<file path="config.mk">
export PLATFORM = sky130hd
export DESIGN_NAME = ahb_apb_bridge
export DESIGN_NICKNAME = d
export VERILOG_FILES = /design/src/rtl/bridge_pkg.sv /design/src/rtl/bridge_slot_decode.sv /design/src/rtl/bridge_ctrl.sv /design/src/rtl/ahb_apb_bridge.sv
export SDC_FILE = /design/constraint.sdc
export NUM_CORES = 1
export LEC_CHECK = 0
export BUFFER_PORTS_ARGS = -buffer_cell sky130_fd_sc_hd__buf_4
export CAP_MARGIN = 20
export CORE_MARGIN = 2
export CORE_UTILIZATION = 36
export DETAILED_ROUTE_END_ITERATION = 8
export GPL_TIMING_DRIVEN = 0
export PLACE_DENSITY_LB_ADDON = 0.12
export SLEW_MARGIN = 15
export SYNTH_ARGS = -nofsm -noshare
export SYNTH_HDL_FRONTEND = slang
export SYNTH_SLANG_ARGS = --single-unit
</file>
<file path="constraint.sdc">
create_clock -name hclk -period 1.4 [get_ports hclk]
set_input_delay 0.07 -clock hclk [delete_from_list [all_inputs] [get_ports hclk]]
set_output_delay 0.07 -clock hclk [all_outputs]
set_load 0.1 [all_outputs]
</file>
<file path="src/rtl/bridge_pkg.sv">
package bridge_pkg;

    localparam logic [1:0] TR_IDLE   = 2'b00;
    localparam logic [1:0] TR_BUSY   = 2'b01;
    localparam logic [1:0] TR_NONSEQ = 2'b10;
    localparam logic [1:0] TR_SEQ    = 2'b11;

    localparam logic [1:0] RESP_OKAY = 2'b00;

    // Sequencer states of the peripheral-side engine
    typedef enum logic [2:0] {
        ST_IDLE    = 3'd0,
        ST_WDATA   = 3'd1,  // write data phase on the system bus
        ST_WSETUP  = 3'd2,
        ST_WENABLE = 3'd3,
        ST_RSETUP  = 3'd4,
        ST_RENABLE = 3'd5
    } brg_state_e;

endpackage

</file>
<file path="src/rtl/bridge_slot_decode.sv">
module bridge_slot_decode #(
    parameter int ADDR_W     = 32,
    parameter int SLOT_LSB   = 12,
    parameter int SLOT_W     = 4,
    parameter int NUM_PERIPH = 4
) (
    input  logic [ADDR_W-1:0]     addr,
    input  logic                  active,
    output logic [NUM_PERIPH-1:0] sel
);

    logic [SLOT_W-1:0] slot;
    assign slot = addr[SLOT_LSB +: SLOT_W];

    for (genvar i = 0; i < NUM_PERIPH; i++) begin : g_slot
        assign sel[i] = active && (slot == SLOT_W'(i));
    end

    // Upper and lower address bits take no part in the decode
    logic unused_addr;
    assign unused_addr = ^{addr[ADDR_W-1:SLOT_LSB+SLOT_W], addr[SLOT_LSB-1:0]};

endmodule

</file>
<file path="src/rtl/bridge_ctrl.sv">
module bridge_ctrl
    import bridge_pkg::*;
#(
    parameter int ADDR_W = 32,
    parameter int DATA_W = 32
) (
    input  logic              clk,
    input  logic              rst_n,
    input  logic              take,
    input  logic [ADDR_W-1:0] haddr,
    input  logic              hwrite,
    input  logic [DATA_W-1:0] hwdata,
    output logic              hready,
    output logic [ADDR_W-1:0] paddr,
    output logic              pwrite,
    output logic [DATA_W-1:0] pwdata,
    output logic              in_setup,
    output logic              in_enable
);

    typedef struct packed {
        brg_state_e        st;
        logic              hready;
        logic [ADDR_W-1:0] paddr;
        logic              pwrite;
        logic [DATA_W-1:0] pwdata;
        logic              pend_vld;
        logic [ADDR_W-1:0] pend_addr;
        logic              pend_wr;
    } ctrl_t;

    ctrl_t q, d;

    always_comb begin
        d = q;
        unique case (q.st)
            ST_IDLE, ST_RENABLE: begin
                if (take) begin
                    d.paddr  = haddr;
                    d.pwrite = hwrite;
                    d.st     = hwrite ? ST_WDATA : ST_RSETUP;
                    d.hready = hwrite;
                end else begin
                    d.st     = ST_IDLE;
                    d.hready = 1'b1;
                end
            end
            ST_WDATA: begin
                d.pwdata = hwdata;
                d.st     = ST_WSETUP;
                d.hready = !take;
                if (take) begin
                    d.pend_vld  = 1'b1;
                    d.pend_addr = haddr;
                    d.pend_wr   = hwrite;
                end
            end
            ST_WSETUP: begin
                d.st     = ST_WENABLE;
                d.hready = !(q.pend_vld || take);
                if (take) begin
                    d.pend_vld  = 1'b1;
                    d.pend_addr = haddr;
                    d.pend_wr   = hwrite;
                end
            end
            ST_WENABLE: begin
                if (q.pend_vld) begin
                    d.pend_vld = 1'b0;
                    d.paddr    = q.pend_addr;
                    d.pwrite   = q.pend_wr;
                    if (q.pend_wr) begin
                        // held data phase of the queued write ends here
                        d.pwdata = hwdata;
                        d.st     = ST_WSETUP;
                        d.hready = 1'b1;
                    end else begin
                        d.st     = ST_RSETUP;
                        d.hready = 1'b0;
                    end
                end else if (take) begin
                    d.paddr  = haddr;
                    d.pwrite = hwrite;
                    d.st     = hwrite ? ST_WDATA : ST_RSETUP;
                    d.hready = hwrite;
                end else begin
                    d.st     = ST_IDLE;
                    d.hready = 1'b1;
                end
            end
            ST_RSETUP: begin
                d.st     = ST_RENABLE;
                d.hready = 1'b1;
            end
            default: begin
                d.st     = ST_IDLE;
                d.hready = 1'b1;
            end
        endcase
    end

    always_ff @(posedge clk or negedge rst_n) begin
        if (!rst_n) begin
            q        <= '0;
            q.st     <= ST_IDLE;
            q.hready <= 1'b1;
        end else begin
            q <= d;
        end
    end

    assign hready    = q.hready;
    assign paddr     = q.paddr;
    assign pwrite    = q.pwrite;
    assign pwdata    = q.pwdata;
    assign in_setup  = (q.st == ST_WSETUP)  || (q.st == ST_RSETUP);
    assign in_enable = (q.st == ST_WENABLE) || (q.st == ST_RENABLE);

endmodule

</file>
<file path="src/rtl/ahb_apb_bridge.sv">
module ahb_apb_bridge
    import bridge_pkg::*;
#(
    parameter int ADDR_W     = 32,
    parameter int DATA_W     = 32,
    parameter int NUM_PERIPH = 4,
    parameter int SLOT_LSB   = 12,
    parameter int SLOT_W     = 4
) (
    input  logic                  hclk,
    input  logic                  hresetn,
    input  logic                  hsel,
    input  logic [ADDR_W-1:0]     haddr,
    input  logic                  hwrite,
    input  logic [1:0]            htrans,
    input  logic [DATA_W-1:0]     hwdata,
    input  logic                  hready_in,
    output logic                  hready_out,
    output logic [1:0]            hresp,
    output logic [DATA_W-1:0]     hrdata,
    output logic [ADDR_W-1:0]     paddr,
    output logic                  pwrite,
    output logic [NUM_PERIPH-1:0] psel,
    output logic                  penable,
    output logic [DATA_W-1:0]     pwdata,
    input  logic [DATA_W-1:0]     prdata
);

    logic take;
    logic in_setup;
    logic in_enable;

    assign take = hsel && hready_in &&
                  ((htrans == TR_NONSEQ) || (htrans == TR_SEQ));

    bridge_ctrl #(
        .ADDR_W (ADDR_W),
        .DATA_W (DATA_W)
    ) u_ctrl (
        .clk       (hclk),
        .rst_n     (hresetn),
        .take      (take),
        .haddr     (haddr),
        .hwrite    (hwrite),
        .hwdata    (hwdata),
        .hready    (hready_out),
        .paddr     (paddr),
        .pwrite    (pwrite),
        .pwdata    (pwdata),
        .in_setup  (in_setup),
        .in_enable (in_enable)
    );

    bridge_slot_decode #(
        .ADDR_W     (ADDR_W),
        .SLOT_LSB   (SLOT_LSB),
        .SLOT_W     (SLOT_W),
        .NUM_PERIPH (NUM_PERIPH)
    ) u_decode (
        .addr   (paddr),
        .active (in_setup || in_enable),
        .sel    (psel)
    );

    assign penable = in_enable;
    assign hrdata  = prdata;
    assign hresp   = RESP_OKAY;

endmodule

</file>
==> impl_metrics.py, run 1 <==
metrics = {
    "setup_path": {
        "start_kind": "flip-flop",
        "reg2reg_slack_ns": -0.42,
        "reg2reg_to": "u_ctrl.q[29]$_DFFE_PN0P_",
        "crit_type": "reg2out",
        "r2r_cells": 6,
        "path_max_fanout": 2,
        "required_ns": 1.33,
        "cp.arrival_ns": 1.80,
        "crit_path_end_kind": "output port",
        "r2r-start": "u_ctrl.q[101]$_DFF_PN0_",
    },
    "timing": {
        "final-max-slew-violation-count": 0,
        "worst_pin_slew_ns": 0.9533,
        "finalSetupViolCount": 105,
        "worst_slack_ns": -0.4723,
        "max_slew_margin": 0.3645,
        "report.final.hold_viol_count": 0,
        "fin_worst_skew_ns": 0.005688,
        "whs_ns": 0.3561,
        "period_share": 1.337,
        "rsz0062_at_grt": "yes",
        "fmax_ghz": 0.5341,
        "period_needed_ns": 1.872,
    },
    "route": {
        "wire_per_inst_um": 14.38,
        "wl_met3_um": 806,
        "via_per_inst": 4.522,
        "met1Wirelength_um": 5910,
        "antenna_left": 0,
        "first_pass_iters": 4,
        "highest_layer": "met4",
        "vias": 4237,
        "met2WireLength_um": 6617,
        "wl_um": 13470,
        "drtIter0Drc": 121,
        "drc": 0,
    },
    "die": {
        "ios": 208,
        "row_count": 43,
        "initial_core_util": 0.3687,
        "die_x_um": 123.2,
        "die_h_um": 123.2,
        "dieArea_um2": 15180,
        "core_area_um2": 13880,
    },
    "grt": {
        "grt_pass1_wl_um": 19750,
        "antenna_found_initial": 1,
        "grt_pass1_vias": 4135,
        "grt_usage": 0.1660,
        "grt_max_degree": 104,
        "grt-ovfl-total": 0,
    },
    "clock_tree": {
        "clock_latency_ns": 0.35,
        "clock_tree.root_cell": "clkbuf_16",
        "cts_sinks": 103,
        "cts.path.max_buffers": 2,
        "clk_pin_slew_ns": 0.07,
        "htree_levels": 3,
        "cts_buffers": 9,
        "cts_tree": "yes",
    },
    "logic_synthesis": {
        "syn_inst": 472,
        "syn_area_per_cell_um2": 10.84,
        "syn_area_um2": 5117,
        "yosysUniqueCellTypes": 43,
        "synth_common_cells": "103 x buf_4, 102 x dfrtp_1, 70 x nand2_1",
        "yosys_register_bits": 103,
        "synth_top_cell_by_area": "dfrtp_1",
        "synth_top_area_share": 0.4988,
        "synth-edff-count": 0,
        "async_reset_ff_frac": 1.000,
        "synth_area_leaders": "dfrtp_1 50%, buf_4 15%, mux2_2 7.3%",
        "synth_most_common_cell": "buf_4",
        "ys_seq_area_frac": 0.5039,
        "yosysWarnings": 0,
        "yosys_most_used_dff": "dfrtp_1",
    },
    "layout": {
        "layout-drive-gt1-share": 0.5622,
        "area_delta_synth_final_pct": 65.62,
        "fill_cells": 1145,
        "finalNetCount": 854,
    },
    "status": {
        "status": "finished, violations left",
        "violations": "negative setup slack",
    },
    "place": {
        "hpwl_um": 8513,
        "routabilityCongestion": 0.7686,
        "port_buffers": 172,
    },
    "run": {
        "cap_violations": 0,
    },
    "min_path": {
        "min-delay-start": "hready_in",
        "hold_depth": 4,
        "hold_path_end": "u_ctrl.hready$_DFF_PN1_",
        "min_path_type": "in2reg",
    },
}
==> repair_timing <==
item / CTS / global route
setup endpoints to repair: 104 / 108
resized for setup: 49 / 74
endpoints found under the hold margin: 199 / 0
cloned: 3 / 8
pin swaps: 5 / 42
hold buffers: 66 / 0
buffers inserted: 8 / 11
==> routing by layer <==
layer | vias up | GRT usage
li1 | 2059 | -
met5 | - | 0
met1 | 2030 | 0.2114
met4 | 0 | 0.05398
met2 | 137 | 0.2837
met3 | 11 | 0.03183
==> worst max-delay path by stage <==
stage	startpoint	endpoint	slack (ns)	depth (start not counted)
6_report	u_ctrl.q[101]$_DFF_PN0_	psel[1]	-0.47	5
5_1_grt	u_ctrl.q[101]$_DFF_PN0_	psel[1]	-0.52	5
4_1_cts	u_ctrl.q[101]$_DFF_PN0_	psel[1]	-0.52	5
3_5_place_dp	u_ctrl.q[101]$_DFF_PN0_	u_ctrl.pwdata[7]$_DFFE_PN0P_	-0.40	5
3_3_place_gp	u_ctrl.q[101]$_DFF_PN0_	u_ctrl.pwdata[27]$_DFFE_PN0P_	-0.38	5
2_1_floorplan	u_ctrl.q[101]$_DFF_PN0_	psel[1]	-0.60	4
==> per-stage QoR <==
| stage | cells | util | area, um2 | worst slack, ns | TNS, ns |
|---|---|---|---|---|---|
| 3_5_place_dp | 825 | 0.4831 | 6706 | -0.3984 | -33.65 |
| 5_1_grt | 937 | 0.6106 | 8476 | -0.5247 | -36.63 |
| 2_1_floorplan | 473 | - | 5186 | -0.5999 | -8.630 |
| 4_1_cts | 918 | 0.5756 | 7990 | -0.5236 | -35.49 |
| 6_report | 937 | 0.6106 | 8476 | -0.4723 | -29.98 |
| 3_3_place_gp | 825 | 0.4829 | 6703 | -0.3842 | -31.71 |
==> area by class of cell <==
type | count | area, um2 | share of cell area
clock buffer | 11 | 242.7 | 0.02864
antenna | 1 | 2.502 | 0.0002952
tap | 180 | 225.2 | 0.02657
buffer | 121 | 1012 | 0.1194
inverter | 2 | 10.01 | 0.001181
clock inverter | 5 | 32.53 | 0.003838
multi-input combinational | 246 | 1897 | 0.2238
timing repair buffer | 268 | 2470 | 0.2914
sequential | 103 | 2584 | 0.3048
==> critical path: stages, from the launching register on <==
cell     delay [ns]
dfrtp_2        0.42
buf_8          0.13
xnor2_4        0.12
or3_4          0.36
nor3b_4        0.22
buf_12         0.20
==> registers in the layout (all words and copies together), names as in the netlist <==
register       flops
u_ctrl.pwrite      1
u_ctrl.pwdata     32
u_ctrl.hready      1
u_ctrl.paddr      32
u_ctrl.q          37
==> layout by cell type, fill, tap and decap left out, drive strengths merged, types with 2 or more instances in the layout <==
cell type    synthesis  final
nor3b                2      2
inv                  2      3
o211a                2      2
bufbuf               0      3
a21oi                4      4
clkinv               0      4
o21ai                2      2
clkbuf               6     22
xnor2                2      2
dfrtp              102    102
buf                116    309
dlygate4sd3          0     66
and3                 2      2
nor2                39     39
a31oi               32     32
nor3                 6      6
mux2                65     65
conb                 1      2
nand2               70     70
==> cells by family (layout without fill, tap and decap cells) <==
kind of cell / Yosys count / in the layout / share of synthesized area
AND/OR/NAND/NOR: 124 / 124 / 0.1007
adder cells (fa/ha/maj): 1 / 1 / 0.001956
flip-flops: 103 / 103 / 0.5039
buffers and inverters: 124 / 407 / 0.1768
AO/OA/AOI/OAI: 51 / 51 / 0.06773
XOR/XNOR: 3 / 3 / 0.005135
multiplexers: 65 / 65 / 0.1430
other: 1 / 3 / 0.0007328
Power of run 1 is not shown: default switching activity piles up to over one toggle a cycle in this logic, so the estimate is an artifact.
==> run 2, diff against run 1 <==
--- a/config.mk
+++ b/config.mk
@@ -8,10 +8,11 @@
 export BUFFER_PORTS_ARGS = -buffer_cell sky130_fd_sc_hd__buf_4
 export CAP_MARGIN = 20
 export CORE_MARGIN = 2
-export CORE_UTILIZATION = 36
+export CORE_UTILIZATION = 44
 export DETAILED_ROUTE_END_ITERATION = 8
 export GPL_TIMING_DRIVEN = 0
 export PLACE_DENSITY_LB_ADDON = 0.12
+export SKIP_CTS_REPAIR_TIMING = 1
 export SLEW_MARGIN = 15
 export SYNTH_ARGS = -nofsm -noshare
 export SYNTH_HDL_FRONTEND = slang
==> run 2 against run 1 <==
  * Sequential share of layout area grew 1.1 points
  * Non-clock buffer count shrank 9
  * Wire length shrank 0.11%
  * Die area shrank 18%
  * Hold slack lost 0.010 ns
  * Highest routed layer unchanged
  * The flow still finishes with violations (negative setup slack)
  * Register-to-register slack gained 0.10 ns
  * Critical path depth is the same
  * Core utilization grew 11 points
  * Cell count shrank 5.1%
  * Largest cell class unchanged
==> impl_metrics.py, run 2 (synthesis gave the netlist of run 1 again) <==
metrics = {
    "place": {
        "hpwl_um": 8267,
        "port_buffers": 172,
        "routabilityCongestion": 0.7837,
    },
    "clock_tree": {
        "cts.path.max_buffers": 2,
        "clock_tree.root_cell": "clkbuf_16",
        "cts_sinks": 103,
        "clk_pin_slew_ns": 0.06,
        "cts_tree": "yes",
        "cts_buffers": 9,
        "clock_latency_ns": 0.34,
        "htree_levels": 3,
    },
    "timing": {
        "fin_worst_skew_ns": 0.01479,
        "max_slew_margin": 0.3747,
        "finalSetupViolCount": 104,
        "rsz0062_at_grt": "yes",
        "worst_slack_ns": -0.5189,
        "period_share": 1.371,
        "final-max-slew-violation-count": 0,
        "fmax_ghz": 0.5211,
        "period_needed_ns": 1.919,
        "report.final.hold_viol_count": 0,
        "worst_pin_slew_ns": 0.9379,
    },
    "layout": {
        "regArea_um2": 2584,
        "area_delta_synth_final_pct": 59.85,
        "layout_common_cells": "278 x buf_4, 98 x dfrtp_1, 70 x nand2_1, 66 x dlygate4sd3_1, 42 x mux2_4",
        "largest_reg_flops": 37,
        "multi_input_area_um2": 1901,
        "finalNetCount": 845,
        "final_core_util": 0.7195,
        "fill_cells": 821,
        "layout-drive-gt1-share": 0.5429,
        "antenna-diode-count": 0,
        "regMostFlops": "u_ctrl.q",
        "final_common_cell": "buf_4",
    },
    "run": {
        "cap_violations": 0,
    },
    "grt": {
        "grt.busiest_layer": "met2",
        "use_met2": 0.3075,
        "grt_pass1_vias": 3823,
        "grt_max_degree": 104,
        "grt_pass1_wl_um": 18990,
        "grtUsageMet1": 0.2459,
        "grt_usage": 0.1864,
        "gr-usage-met3": 0.04192,
        "grt-ovfl-total": 0,
        "antenna_found_initial": 0,
    },
    "die": {
        "ios": 208,
        "initial_core_util": 0.4501,
        "row_count": 39,
        "die_x_um": 111.8,
        "die_h_um": 111.8,
        "core_area_um2": 11370,
        "dieArea_um2": 12510,
    },
    "route": {
        "wl_um": 13460,
        "antenna_left": 0,
        "drc": 0,
        "first_pass_iters": 4,
        "via_per_inst": 4.772,
        "wire_per_inst_um": 15.13,
        "drtIter0Drc": 168,
        "vias": 4242,
    },
    "setup_path": {
        "required_ns": 1.33,
        "start_kind": "flip-flop",
        "crit_path_end_kind": "output port",
        "crit_type": "reg2out",
        "cp.arrival_ns": 1.85,
        "path_max_fanout": 5,
    },
    "status": {
        "status": "finished, violations left",
        "violations": "negative setup slack",
    },
    "min_path": {
        "min_path_type": "in2reg",
    },
}
==> run 2: cell types whose count changed in the layout (fill, tap and decap cells not counted), moves of 4 or more <==
cell / before / now
nand2_1: 50 / 70
clkbuf_1: 1 / 5
mux2_2: 33 / 14
nand2_2: 19 / 0
buf_8: 10 / 3
mux2_4: 3 / 42
mux2_1: 29 / 9
==> run 2: layer usage <==
layer | up-vias | part of all wire
met3 | 9 | 0.061
li1 | 2025 | -
met1 | 2055 | 0.42
met4 | 0 | 0.0095
met2 | 153 | 0.51
met5 | - | 0
==> run 2: final timing paths <==
kind                            slack [ns]                       endpoint  depth (start not counted)                      from
min in group asynchronous             0.42  u_ctrl.pwdata[13]$_DFFE_PN0P_                          2                   hresetn
max in group asynchronous             0.28        u_ctrl.q[100]$_DFF_PN0_                          2                   hresetn
worst min register to register        0.49       u_ctrl.q[27]$_DFFE_PN0P_                          1  u_ctrl.q[27]$_DFFE_PN0P_
worst max register to register       -0.32       u_ctrl.q[11]$_DFFE_PN0P_                          6   u_ctrl.q[101]$_DFF_PN0_
worst min-delay path                  0.35       u_ctrl.q[33]$_DFFE_PN0P_                          5                 hready_in
worst max-delay path                 -0.52                        psel[1]                          5   u_ctrl.q[101]$_DFF_PN0_
==> run 2: cell type report <==
class                      count  share of cell area
sequential                   103              0.3158
timing repair buffer         258              0.2770
multi-input combinational    246              0.2323
buffer                       122              0.1187
clock buffer                  10             0.02799
tap                          143             0.02187
clock inverter                 5            0.005047
inverter                       2            0.001224
==> run 2: critical path, stage by stage, from the launching register on <==
cell	delay (ns)
dfrtp_2	0.43
buf_8	0.14
xnor2_4	0.13
or3_4	0.37
nor3b_4	0.24
buf_12	0.20
==> run 2: per-stage QoR <==
step	instances	setup WS, ns	hold slack [ns]	area [um2]	TNS (ns)
6_report	889	-0.5189	0.3459	8180	-25.58
3_3_place_gp	788	-0.3302	0.2934	6656	-28.82
2_1_floorplan	473	-0.5999	-0.2256	5186	-8.630
4_1_cts	803	-0.6600	-0.1135	6930	-31.81
5_1_grt	889	-0.5642	0.4021	8180	-33.13
3_5_place_dp	788	-0.3304	0.2515	6660	-29.39
Power of run 2 is left out for the same reason.
